### config.mk
export PLATFORM = sky130hd
export DESIGN_NAME = r5_small_write
export DESIGN_NICKNAME = d
export VERILOG_FILES = /design/src/rtl/r5_pkg.sv /design/src/rtl/r5_stripe_map.sv /design/src/rtl/r5_xor_acc.sv /design/src/rtl/r5_seq.sv /design/src/rtl/r5_small_write.sv
export SDC_FILE = /design/constraint.sdc
export NUM_CORES = 1
export LEC_CHECK = 0
export ABC_AREA = 1
export BUFFER_PORTS_ARGS = -buffer_cell sky130_fd_sc_hd__buf_2
export CORE_MARGIN = 1.5
export CORE_UTILIZATION = 40
export CTS_CLUSTER_SIZE = 12
export DETAILED_ROUTE_END_ITERATION = 10
export GPL_TIMING_DRIVEN = 0
export MAX_ROUTING_LAYER = met4
export SKIP_LAST_GASP = 1
export SYNTH_ARGS = -nofsm -noshare
export SYNTH_HDL_FRONTEND = slang
export SYNTH_HIERARCHICAL = 1
export SYNTH_SLANG_ARGS = --single-unit
### constraint.sdc
create_clock -name clk -period 8.65 [get_ports clk]
set_input_delay 0.4325 -clock clk [delete_from_list [all_inputs] [get_ports clk]]
set_output_delay 0.4325 -clock clk [all_outputs]
set_load 0.05 [all_outputs]
### src/rtl/r5_pkg.sv
`timescale 1ns/1ps
package r5_pkg;
    typedef enum logic [1:0] {
        PH_IDLE  = 2'd0,
        PH_READ  = 2'd1,
        PH_WDATA = 2'd2,
        PH_WPAR  = 2'd3
    } phase_e;
endpackage

### src/rtl/r5_stripe_map.sv
`timescale 1ns/1ps
// Parity rotation and logical-to-physical data drive mapping.
module r5_stripe_map #(
    parameter int NDATA = 4,
    parameter int SW    = 8
) (
    input  logic [SW-1:0]              stripe,
    input  logic [$clog2(NDATA)-1:0]   didx,
    output logic [$clog2(NDATA+1)-1:0] par_drv,
    output logic [$clog2(NDATA+1)-1:0] dat_drv
);
    localparam int DRW = $clog2(NDATA + 1);

    int unsigned           rem;
    logic [DRW-1:0]        dx;

    always_comb begin
        rem     = int'(stripe) % (NDATA + 1);
        par_drv = DRW'(NDATA - int'(rem));
        dx      = DRW'(didx);
        dat_drv = (dx < par_drv) ? dx : dx + 1'b1;
    end
endmodule

### src/rtl/r5_xor_acc.sv
`timescale 1ns/1ps
// One block of XOR accumulation, one word updated per cycle.
module r5_xor_acc #(
    parameter int WORDS = 8,
    parameter int WW    = 32
) (
    input  logic                     clk,
    input  logic                     rst_n,
    input  logic                     clr,
    input  logic                     upd,
    input  logic [$clog2(WORDS)-1:0] idx,
    input  logic [WW-1:0]            din,
    output logic [WW-1:0]            dout
);
    localparam int WIW = $clog2(WORDS);

    logic [WW-1:0] acc_q [WORDS];
    logic [WW-1:0] acc_d [WORDS];

    always_comb begin
        for (int i = 0; i < WORDS; i++) begin
            if (clr)
                acc_d[i] = '0;
            else if (upd && idx == WIW'(i))
                acc_d[i] = acc_q[i] ^ din;
            else
                acc_d[i] = acc_q[i];
        end
    end

    always_ff @(posedge clk) begin
        if (!rst_n) begin
            for (int i = 0; i < WORDS; i++) acc_q[i] <= '0;
        end else begin
            for (int i = 0; i < WORDS; i++) acc_q[i] <= acc_d[i];
        end
    end

    assign dout = acc_q[idx];
endmodule

### src/rtl/r5_seq.sv
`timescale 1ns/1ps
// Operation sequencer: read phase over physical drives, then data write, then parity write.
module r5_seq
    import r5_pkg::*;
#(
    parameter int NDATA = 4,
    parameter int WORDS = 8,
    parameter int SW    = 8
) (
    input  logic                       clk,
    input  logic                       rst_n,
    input  logic                       start,
    input  logic                       mode,
    input  logic [SW-1:0]              stripe,
    input  logic [$clog2(NDATA)-1:0]   didx,
    input  logic [$clog2(NDATA+1)-1:0] par_drv,
    input  logic [$clog2(NDATA+1)-1:0] dat_drv,
    input  logic                       dk_ack,
    output logic                       busy,
    output logic                       done,
    output logic                       dk_req,
    output logic                       dk_wr,
    output logic [$clog2(NDATA+1)-1:0] dk_drive,
    output logic [$clog2(WORDS)-1:0]   word,
    output logic                       wr_par,
    output logic [SW-1:0]              stripe_q,
    output logic [$clog2(NDATA)-1:0]   didx_q,
    output logic                       acc_clr,
    output logic                       acc_upd
);
    localparam int DRW = $clog2(NDATA + 1);
    localparam int DIW = $clog2(NDATA);
    localparam int WIW = $clog2(WORDS);
    localparam logic [WIW-1:0] LAST_WORD = WIW'(WORDS - 1);
    localparam logic [DRW-1:0] LAST_DRV  = DRW'(NDATA);

    typedef struct packed {
        phase_e         ph;
        logic [DRW-1:0] drv;
        logic [WIW-1:0] word;
        logic           full;
        logic [SW-1:0]  stripe;
        logic [DIW-1:0] didx;
        logic           done;
    } seq_t;

    seq_t q, d;
    logic pick;
    logic last_word;
    logic last_drv;

    always_comb begin
        d         = q;
        d.done    = 1'b0;
        acc_clr   = 1'b0;
        acc_upd   = 1'b0;
        dk_req    = 1'b0;
        dk_wr     = 1'b0;
        dk_drive  = q.drv;
        last_word = (q.word == LAST_WORD);
        last_drv  = (q.drv == LAST_DRV);
        if (q.full)
            pick = (q.drv != par_drv) && (q.drv != dat_drv);
        else
            pick = (q.drv == par_drv) || (q.drv == dat_drv);

        unique case (q.ph)
            PH_IDLE: begin
                if (start) begin
                    d.ph     = PH_READ;
                    d.drv    = '0;
                    d.word   = '0;
                    d.full   = mode;
                    d.stripe = stripe;
                    d.didx   = didx;
                    acc_clr  = 1'b1;
                end
            end
            PH_READ: begin
                if (!pick) begin
                    if (last_drv) begin
                        d.ph   = PH_WDATA;
                        d.word = '0;
                    end else begin
                        d.drv = q.drv + 1'b1;
                    end
                end else begin
                    dk_req = 1'b1;
                    if (dk_ack) begin
                        acc_upd = 1'b1;
                        if (last_word) begin
                            d.word = '0;
                            if (last_drv) d.ph  = PH_WDATA;
                            else          d.drv = q.drv + 1'b1;
                        end else begin
                            d.word = q.word + 1'b1;
                        end
                    end
                end
            end
            PH_WDATA: begin
                dk_req   = 1'b1;
                dk_wr    = 1'b1;
                dk_drive = dat_drv;
                if (dk_ack) begin
                    if (last_word) begin
                        d.ph   = PH_WPAR;
                        d.word = '0;
                    end else begin
                        d.word = q.word + 1'b1;
                    end
                end
            end
            PH_WPAR: begin
                dk_req   = 1'b1;
                dk_wr    = 1'b1;
                dk_drive = par_drv;
                if (dk_ack) begin
                    if (last_word) begin
                        d.ph   = PH_IDLE;
                        d.word = '0;
                        d.done = 1'b1;
                    end else begin
                        d.word = q.word + 1'b1;
                    end
                end
            end
            default: d.ph = PH_IDLE;
        endcase
    end

    always_ff @(posedge clk) begin
        if (!rst_n) begin
            q.ph     <= PH_IDLE;
            q.drv    <= '0;
            q.word   <= '0;
            q.full   <= 1'b0;
            q.stripe <= '0;
            q.didx   <= '0;
            q.done   <= 1'b0;
        end else begin
            q <= d;
        end
    end

    assign busy     = (q.ph != PH_IDLE);
    assign done     = q.done;
    assign word     = q.word;
    assign wr_par   = (q.ph == PH_WPAR);
    assign stripe_q = q.stripe;
    assign didx_q   = q.didx;
endmodule

### src/rtl/r5_small_write.sv
`timescale 1ns/1ps
// Top: small-write parity update engine for a rotating-parity array.
module r5_small_write #(
    parameter int NDATA = 4,
    parameter int WORDS = 8,
    parameter int WW    = 32,
    parameter int SW    = 8
) (
    input  logic                       clk,
    input  logic                       rst_n,
    input  logic                       start,
    input  logic                       mode,
    input  logic [SW-1:0]              stripe,
    input  logic [$clog2(NDATA)-1:0]   data_idx,
    output logic                       busy,
    output logic                       done,
    output logic [$clog2(WORDS)-1:0]   nw_idx,
    input  logic [WW-1:0]              nw_data,
    output logic                       dk_req,
    output logic                       dk_wr,
    output logic [$clog2(NDATA+1)-1:0] dk_drive,
    output logic [SW-1:0]              dk_stripe,
    output logic [$clog2(WORDS)-1:0]   dk_word,
    output logic [WW-1:0]              dk_wdata,
    input  logic                       dk_ack,
    input  logic [WW-1:0]              dk_rdata
);
    localparam int DRW = $clog2(NDATA + 1);
    localparam int DIW = $clog2(NDATA);
    localparam int WIW = $clog2(WORDS);

    logic [DRW-1:0] par_drv;
    logic [DRW-1:0] dat_drv;
    logic [SW-1:0]  stripe_q;
    logic [DIW-1:0] didx_q;
    logic [WIW-1:0] word;
    logic           wr_par;
    logic           acc_clr;
    logic           acc_upd;
    logic [WW-1:0]  acc_word;

    r5_stripe_map #(.NDATA(NDATA), .SW(SW)) u_map (
        .stripe  (stripe_q),
        .didx    (didx_q),
        .par_drv (par_drv),
        .dat_drv (dat_drv)
    );

    r5_seq #(.NDATA(NDATA), .WORDS(WORDS), .SW(SW)) u_seq (
        .clk      (clk),
        .rst_n    (rst_n),
        .start    (start),
        .mode     (mode),
        .stripe   (stripe),
        .didx     (data_idx),
        .par_drv  (par_drv),
        .dat_drv  (dat_drv),
        .dk_ack   (dk_ack),
        .busy     (busy),
        .done     (done),
        .dk_req   (dk_req),
        .dk_wr    (dk_wr),
        .dk_drive (dk_drive),
        .word     (word),
        .wr_par   (wr_par),
        .stripe_q (stripe_q),
        .didx_q   (didx_q),
        .acc_clr  (acc_clr),
        .acc_upd  (acc_upd)
    );

    r5_xor_acc #(.WORDS(WORDS), .WW(WW)) u_acc (
        .clk   (clk),
        .rst_n (rst_n),
        .clr   (acc_clr),
        .upd   (acc_upd),
        .idx   (word),
        .din   (dk_rdata),
        .dout  (acc_word)
    );

    assign nw_idx    = word;
    assign dk_word   = word;
    assign dk_stripe = stripe_q;
    assign dk_wdata  = wr_par ? (acc_word ^ nw_data) : nw_data;
endmodule

# --- Word level (Yosys, flattened, before mapping) ---
# Memory sizes are Yosys's and may differ from the RTL's. A register that Yosys moved wholly into a read port is not among the register bits.
# Index checks and enable logic that the tools add are counted.
totals:
  output_inout_bits: 53
  ramBits: 256
  mem_count: 1
  ff_bits: 20
  word_cells: 132
  input_bits: 79
memory_table:
  columns: ["memory", "words", "width", "read_ports", "rd_clocked_by_memory_dff", "write_ports", "line", "text"]
  rows:
  - ["u_acc.acc_q", 8, 32, 9, 1, 8, "r5_xor_acc.sv:17", "logic [WW-1:0] acc_q [WORDS];"]
classes:
  n_bitwise: 17
  n_lt_le_gt_ge: 1
  n_div: 1
  mux: 57
  n_reduce_logical: 20
  n_eq_ne: 24
  addsub: 4
ops:
  columns: ["cell", "count"]
  rows:
  - ["32-bit two-way mux", 25]
  - ["32-bit XOR", 9]
  - ["9-bit by 4-bit remainder unit with 32-bit output, second input constant", 1]
  - ["3-bit two-way mux", 7]
  - ["19-bit two-way mux", 1]
  - ["8-bit two-way mux", 2]
  - ["3-bit == test, second input constant", 5]
  - ["3-bit case mux with 2 select lines", 2]
  - ["1-bit two-way mux", 11]
  - ["2-bit two-way mux", 5]
  - ["1-bit logical AND", 9]
  - ["3-bit case mux with 3 select lines", 1]
  - ["1-bit bitwise OR", 8]
  - ["2-bit case mux with 4 select lines", 1]
  - ["4-bit AND reduction", 2]
  - ["7-bit AND reduction", 1]
  - ["3-bit by 1-bit adder with 3-bit output, second input constant", 2]
  - ["3-bit by 2-bit == test with 1-bit output, second input constant", 2]
  - ["3-bit == test", 2]
  - ["2-bit by 1-bit != test with 1-bit output, second input constant", 3]
  - ["2-bit != test, second input constant", 3]
  - ["3-bit != test", 2]
  - ["3-bit != test, second input constant", 2]
  - ["5-bit two-way mux", 1]
  - ["other kinds (15)", 17]

# --- Depth between registers and ports, before layout ---
# Gate-level depths: netlist of run 1.
depth:
  ltp_word: 13
  ltp_mapped: 60

# --- Modules after synthesis ---
# Netlist of run 1, hierarchy kept.
by_module_without_submodules:
  columns: ["module", "area_each_um2", "seq_area_each_um2", "instances", "cells_per_inst"]
  rows:
  - ["r5_xor_acc", 15600.0, 5124.9, 1, 2847]
  - ["r5_seq", 1327.5, 400.4, 1, 193]
  - ["r5_stripe_map", 1168.6, 0.0, 1, 214]
  - ["r5_small_write", 862.1, 0.0, 1, 202]

# --- Worst setup path before layout of run 1 ---
# OpenSTA, ideal clock, no wires.
synth_path:
  path_type: "register -> register"
  startpoint: "reg u_seq/stripe_q[6] (netlist name)"
  endpoint: "mem u_acc.acc_q[7][10]"
  n_path_buf: 3
  synth_period_minus_slack_ps: 6261
  path_stages_with_launch: 54
  arrival_ps: 6146
  setup_time_ps: 115
  path_slack_ps: 2389
  cell_sequence: "dfxtp_1 buf_4 inv_1 nand2_2 ha_1 o21ai_2 nand2_1 nand2_1 nand2_1 nand2_1 nand3_2 inv_2 nand2_2 nand2_1 nand3_2 nand2_4 nand4_1 nand2_1 [18 not listed] ha_1 nand2_1 nand2_1 nand2_2 nor2_1 xnor2_2 nand3_2 nand2_1 nand2_2 nand2_2 nand2_1 nor2_1 nand2_4 nor2_8 buf_4 nand3_1 nand2_1 nor2_1"
synth_rtl:
  columns: ["element", "line"]
  rows:
  - ["end: declaration", "r5_xor_acc.sv:17"]

==> results.ini, run 1 <==
[sta]
fmax_mhz=133
finClkSkew_ns=0.0114
rsz0062_at_grt=false
worst_pin_slew_ns=0.896
setup_slack_ns=1.12
tns_ns=0
whs_ns=0.134
finalCriticalPeriod_ns=7.53
setup_viol=0
slew_headroom_pct=40.3
hold_viol=0
fin_crit_sh_pct=87.1
report.final.slew_viol_count=0

[cts]
path_clk_slew_ns=0.06
clock_latency_ns=0.55
cts_root_buf=clkbuf_16
cts_tree=built
cts.sinks=276
cts_setup_buffers=0
numCtsBuffers=35
cts_buffer_depth=3
ctsHoldBuffers=0
h-tree-depth=2
cts_resized=0

[drt]
drt_iter0_markers=1650
vias=20300
viasPerCell=4.81
drc_errors=9
routedWlPerCell_microns=15.3
first_pass_iters=8
routed_wl_microns=64600
ant_nets=0

[worst_hold_path]
hp-class=in2reg

[logic_synthesis]
async_flop_share_pct=0
syn_nets=3550
syn_inst=3456
yosysMostFrequentCell=nand2_1
synth_ff_type=dfxtp_1
yosys-top-cells-count=nand2_1, inv_1, dfxtp_1, a21oi_1, nand3_1
synth_top_area_share_pct=40.1
yosysSeqAreaShare_pct=29.1
synth_edf_count=0
synth_largest_area_cell=nand2_1
synth.distinct_cells=36
yosys-top-cells-area=nand2_1, dfxtp_1, inv_1
synth_area_sq_mm=0.0190
syn_area_per_cell_sq_um=5.49
ys_seq_elements=276
ys_warn_count=6

[setup_path]
setup.worst_path.end_class=register
cp.arrival_ns=7.92
crit_required_ns=9.04
cp_slowest_cell=nor2_1
critPathMaxStageDelay_ns=0.54
start_kind=register
critPathMostFrequentCell=nand2_1
worstPathMaxFanout=10
critPathKind=reg2reg

[layout]
n_antenna_cell=0
instances_no_fill=4220
nFillCells=5201
syn_to_final_growth_pct=12.3
nNetsFinal=3686
final_layout_size_suffix_gt1_share_pct=10.0

[power_and_ir_drop]
power_mw=5.54
sequentialPowerShare_pct=24.3
intPower_mw=2.94
p_switching_mw=2.60
powerDensity_mw_per_mm2=260
combPwrFrac_pct=49.9
pwr-share-clk_pct=25.8
p_leak_nw=10.1
p_sw_share_pct=47.0
max-vdd-ir-drop_mv=0.220

[grt]
antenna_found_initial=0
grt_start_max_net_pins=12
grt_pass1_wl_microns=99500
grt_pass1_vias=17500
gr-usage-all-layers_pct=27.3
grt-ovfl-total=0

[placed_design]
hpwl_microns=43800
place_inst=4162
port_buffers=99
gp_congestion=0.859
place_ws_ns=1.24

[floorplan]
die_area_sq_mm=0.0487
die_y_microns=221
rows=79
core_sq_mm=0.0467
io_pins=132
initial_core_util_pct=40.6
die_x_microns=221

[run_status]
outcome=finished, violations left
violations=DRC

[job]
max_cap_violations=0

## state kept, by name (all words and copies together) (netlist names)
| name | cells |
|---|---|
| u_seq/word | 3 |
| u_seq/didx_q | 2 |
| u_seq/done | 1 |
| u_acc/acc_q | 256 |
| u_seq/stripe_q | 8 |
| u_seq/q | 6 |
## worst max-delay path: cells and delay by family, from the launching register on
family                     cells  cell delay, ns
and+or+nand+nor               36            4.24
adders and majority gates      4            0.96
AOI/OAI and AO/OA              3            0.43
buffers and inverters         10            1.18
xor gates and xnor gates       1            0.24
DFF                            1            0.31
## cell type report
class | count | area, sq um | area share (%)
multi-input combinational | 2605 | 10800 | 50.9
sequential | 276 | 5530 | 25.9
inverter | 387 | 1460 | 6.85
buffer | 188 | 1130 | 5.30
clock buffer | 53 | 1060 | 4.96
tap | 607 | 759 | 3.57
timing repair buffer | 99 | 495 | 2.33
clock inverter | 5 | 25.0 | 0.118
## cell usage in the layout (no fill, tap or decap), drive strengths merged, types with 7 or more instances in the layout
cell type	Yosys	layout
nand2	2061	2061
inv	385	385
dfxtp	276	276
a21oi	263	263
buf	129	228
nand3	113	113
clkbuf	59	112
nor2	101	101
o21ai	21	21
ha	15	15
nand4	11	11
clkinv	2	7
## power groups by stage
stage / Combinational (mW) / Clock [mW] / Sequential [mW]
2_1_floorplan: 2.06 / 0 / 1.37
3_3_place_gp: 2.73 / 0 / 1.37
3_5_place_dp: 2.74 / 0 / 1.37
4_1_cts: 2.75 / 1.45 / 1.35
5_1_grt: 3.06 / 1.51 / 1.35
6_report: 2.76 / 1.43 / 1.35
## metal layers
layer / routed length (microns) / global-route usage, % / vias to the layer above
li1: - / - / 10600
met1: 29800 / 36.4 / 8994
met2: 28300 / 42.4 / 599
met3: 4390 / 3.86 / 117
met4: 2130 / 9.19 / 0
met5: 0 / - / -
## stage by stage
step / util, % / area (sq um)
6_report: 45.6 / 21300
5_1_grt: 45.6 / 21300
4_1_cts: 45.6 / 21300
3_5_place_dp: 43.3 / 20200
3_3_place_gp: 43.3 / 20200
2_1_floorplan: - / 19000
## cells by family after synthesis
kind of cell / count (synthesis) / synth area share (%)
fa+ha+maj: 15 / 0.990
buf+inv: 575 / 13.6
compound gates: 289 / 7.73
flops: 276 / 29.1
xor+xnor: 7 / 0.403
simple gates: 2294 / 48.1
## final timing paths
kind / startpoint / to / slack [ns] / cells after the start
worst max-delay path: u_seq/stripe_q[6] / u_acc/acc_q[3][3] / 1.12 / 54
worst min-delay path: stripe[5] / u_seq/stripe_q[5] / 0.13 / 3
worst max register to register: u_seq/stripe_q[6] / u_acc/acc_q[3][3] / 1.12 / 54
worst min register to register: u_seq/stripe_q[2] / u_seq/stripe_q[2] / 0.48 / 2
Note: power is estimated with default switching activity, not from simulation.
==> run 2: changes to the inputs <==
--- a/config.mk
+++ b/config.mk
@@ -7,12 +7,15 @@
 export LEC_CHECK = 0
 export ABC_AREA = 1
 export BUFFER_PORTS_ARGS = -buffer_cell sky130_fd_sc_hd__buf_2
+export CELL_PAD_IN_SITES_DETAIL_PLACEMENT = 1
+export CELL_PAD_IN_SITES_GLOBAL_PLACEMENT = 1
 export CORE_MARGIN = 1.5
 export CORE_UTILIZATION = 40
 export CTS_CLUSTER_SIZE = 12
 export DETAILED_ROUTE_END_ITERATION = 10
 export GPL_TIMING_DRIVEN = 0
 export MAX_ROUTING_LAYER = met4
+export PLACE_DENSITY_LB_ADDON = 0.1
 export SKIP_LAST_GASP = 1
 export SYNTH_ARGS = -nofsm -noshare
 export SYNTH_HDL_FRONTEND = slang
==> constraint.sdc (replaced) <==
create_clock -name clk -period 8.65 [get_ports clk]
set_input_delay 0.865 -clock clk [delete_from_list [all_inputs] [get_ports clk]]
set_output_delay 0.865 -clock clk [all_outputs]
set_load 0.05 [all_outputs]
==> run 2 against run 1 <==
  * The run still ends with DRC left
  * Largest cell class unchanged
  * Final cell count increased by 0.17%
  * Sequential share of layout area decreased by 0.096 points
  * Critical endpoint is now dk_req
  * Largest power group unchanged
  * Count of clock-buffer cells in the layout increased by 6
  * Clock power increased by 6%
  * Design area increased by 0.37%
==> results.ini, run 2 (synthesized netlist as in run 1, its figures left out) <==
[run_status]
outcome=finished, violations left
violations=DRC

[power_and_ir_drop]
powerDensity_mw_per_mm2=270
p_leak_nw=10.1
max-vdd-ir-drop_mv=0.577

[sta]
slew_headroom_pct=31.2
worst_pin_slew_ns=1.03
finalCriticalPeriod_ns=7.86
fin_crit_sh_pct=90.9
report.final.slew_viol_count=0
hold_viol=0
fmax_mhz=127
whs_ns=0.488
finClkSkew_ns=0.0198
setup_viol=0
tns_ns=0

[layout]
layout_commonest_cell=nand2_1
largest_reg_flops=256
nFillCells=6774
nNetsFinal=3688
final_cell_mix=nand2_1, inv_1, dfxtp_1, a21oi_1, buf_2
syn_to_final_growth_pct=12.7
final_layout_size_suffix_gt1_share_pct=10.0
top_register=u_acc/acc_q

[setup_path]
cp_slowest_cell=ha_1
rr_worst_depth=54
ff2ff_setup_slack_ns=0.94
worstSetupStartpoint=u_seq/stripe_q[6]
critPathKind=reg2out
crit_required_ns=7.79
cp.arrival_ns=6.99
endpoint=dk_req
r2r-end=u_acc/acc_q[3][6]
r2r_start=u_seq/stripe_q[6]
critPathMaxStageDelay_ns=0.33
setup.worst_path.end_class=output port
start_kind=register
critPathMostFrequentCell=nand2_1
worstPathMaxFanout=10

[floorplan]
core_sq_mm=0.0467
die_x_microns=221
die_y_microns=221
die_area_sq_mm=0.0487
rows=79
io_pins=132
initial_core_util_pct=40.6

[cts]
cts_setup_buffers=0
clock_latency_ns=0.57
cts_buffer_depth=3
cts_tree=built
h-tree-depth=2
cts_resized=0
cts.sinks=276
path_clk_slew_ns=0.06
ctsHoldBuffers=0
numCtsBuffers=37
cts_root_buf=clkbuf_16

[placed_design]
hpwl_microns=54200
port_buffers=99
gp_congestion=0.869

[drt]
vias=21900
first_pass_iters=11
drc_errors=6
routedWlPerCell_microns=18.2
routed_wl_microns=77100
viasPerCell=5.19
drt_iter0_markers=1348
ant_nets=0

[worst_hold_path]
hp-class=reg2reg
holdCritStartpoint=u_seq/stripe_q[3]

[job]
max_cap_violations=0

[grt]
grt_pass1_wl_microns=118000
grt_pass1_vias=22100
grt-ovfl-total=0
antenna_found_initial=2
grt_start_max_net_pins=11
gr-usage-all-layers_pct=32.3

[run 2: cell types whose count changed in the layout (fill, tap and decap cells not counted)]
cell        before  now
clkbuf_1        68   73
clkinv_2         5    2
clkbuf_16       37   39
diode_2          0    2
buf_2          152  151
clkbuf_4         0    1
clkbuf_8         7    6
clkinvlp_4       0    1
inv_6            0    1
o21ai_2          2    1
o21ai_4          0    1
xor2_1           5    4
xor2_2           0    1
[run 2: layout make-up]
cell class / instances / area, sq um / area share (%)
flip-flops and latches: 276 / 5530 / 25.9
well taps: 607 / 759 / 3.55
clock buffers: 59 / 1110 / 5.20
clock inverters: 4 / 26.3 / 0.123
multi-input cells: 2605 / 10900 / 50.8
diodes: 2 / 5.00 / 0.0234
inverters: 387 / 1460 / 6.82
plain buffers: 188 / 1130 / 5.28
repair buffers: 99 / 498 / 2.33
[run 2: worst min path at each step]
stage	to	slack (ns)	cells past startpoint
final	u_seq/stripe_q[3]	0.49	2
after global routing	u_seq/stripe_q[0]	0.51	2
after CTS	u_seq/stripe_q[3]	0.49	2
after detailed placement	u_seq/stripe_q[3]	0.48	2
after global placement	u_seq/stripe_q[6]	0.46	2
after floorplan	u_seq/didx_q[0]	0.46	2
[run 2: per-stage QoR]
stage                     instances  power [mW]  cell area, sq um  utilization [%]  setup slack (ns)
final                          4227        5.77             21400             45.8             0.791
after global routing           4227        6.14             21400             45.8           -0.0123
after CTS                      4225        5.78             21400             45.8             0.597
after detailed placement       4162        4.25             20200             43.3             0.923
after global placement         4162        4.11             20200             43.3              1.37
after floorplan                3456        3.43             19000                -              2.18
[run 2: power by group]
| part | internal, mW | switching [mW] |
|---|---|---|
| Sequential | 1.31 | 0.0363 |
| Clock | 0.876 | 0.631 |
| Combinational | 0.793 | 2.12 |
[run 2: layer usage]
layer  routed length [microns]  global-route usage [%]  part of all wire (%)  up-vias
li1                          -                       -                     -    10600
met5                         0                       -                     0        -
met3                      4120                    4.47                   5.3      179
met2                     37200                    54.9                    48      565
met1                     32500                    37.8                    42    10600
met4                      3270                    14.3                   4.2        0
[run 2: critical path: cells and delay by family, from the launching register on]
family                     cells  cell delay (ns)
xor gates and xnor gates       1             0.19
adders and majority gates      4             0.95
and+or+nand+nor               36             3.45
AOI/OAI and AO/OA              2             0.40
DFF                            1             0.31
buffers and inverters         10             1.09
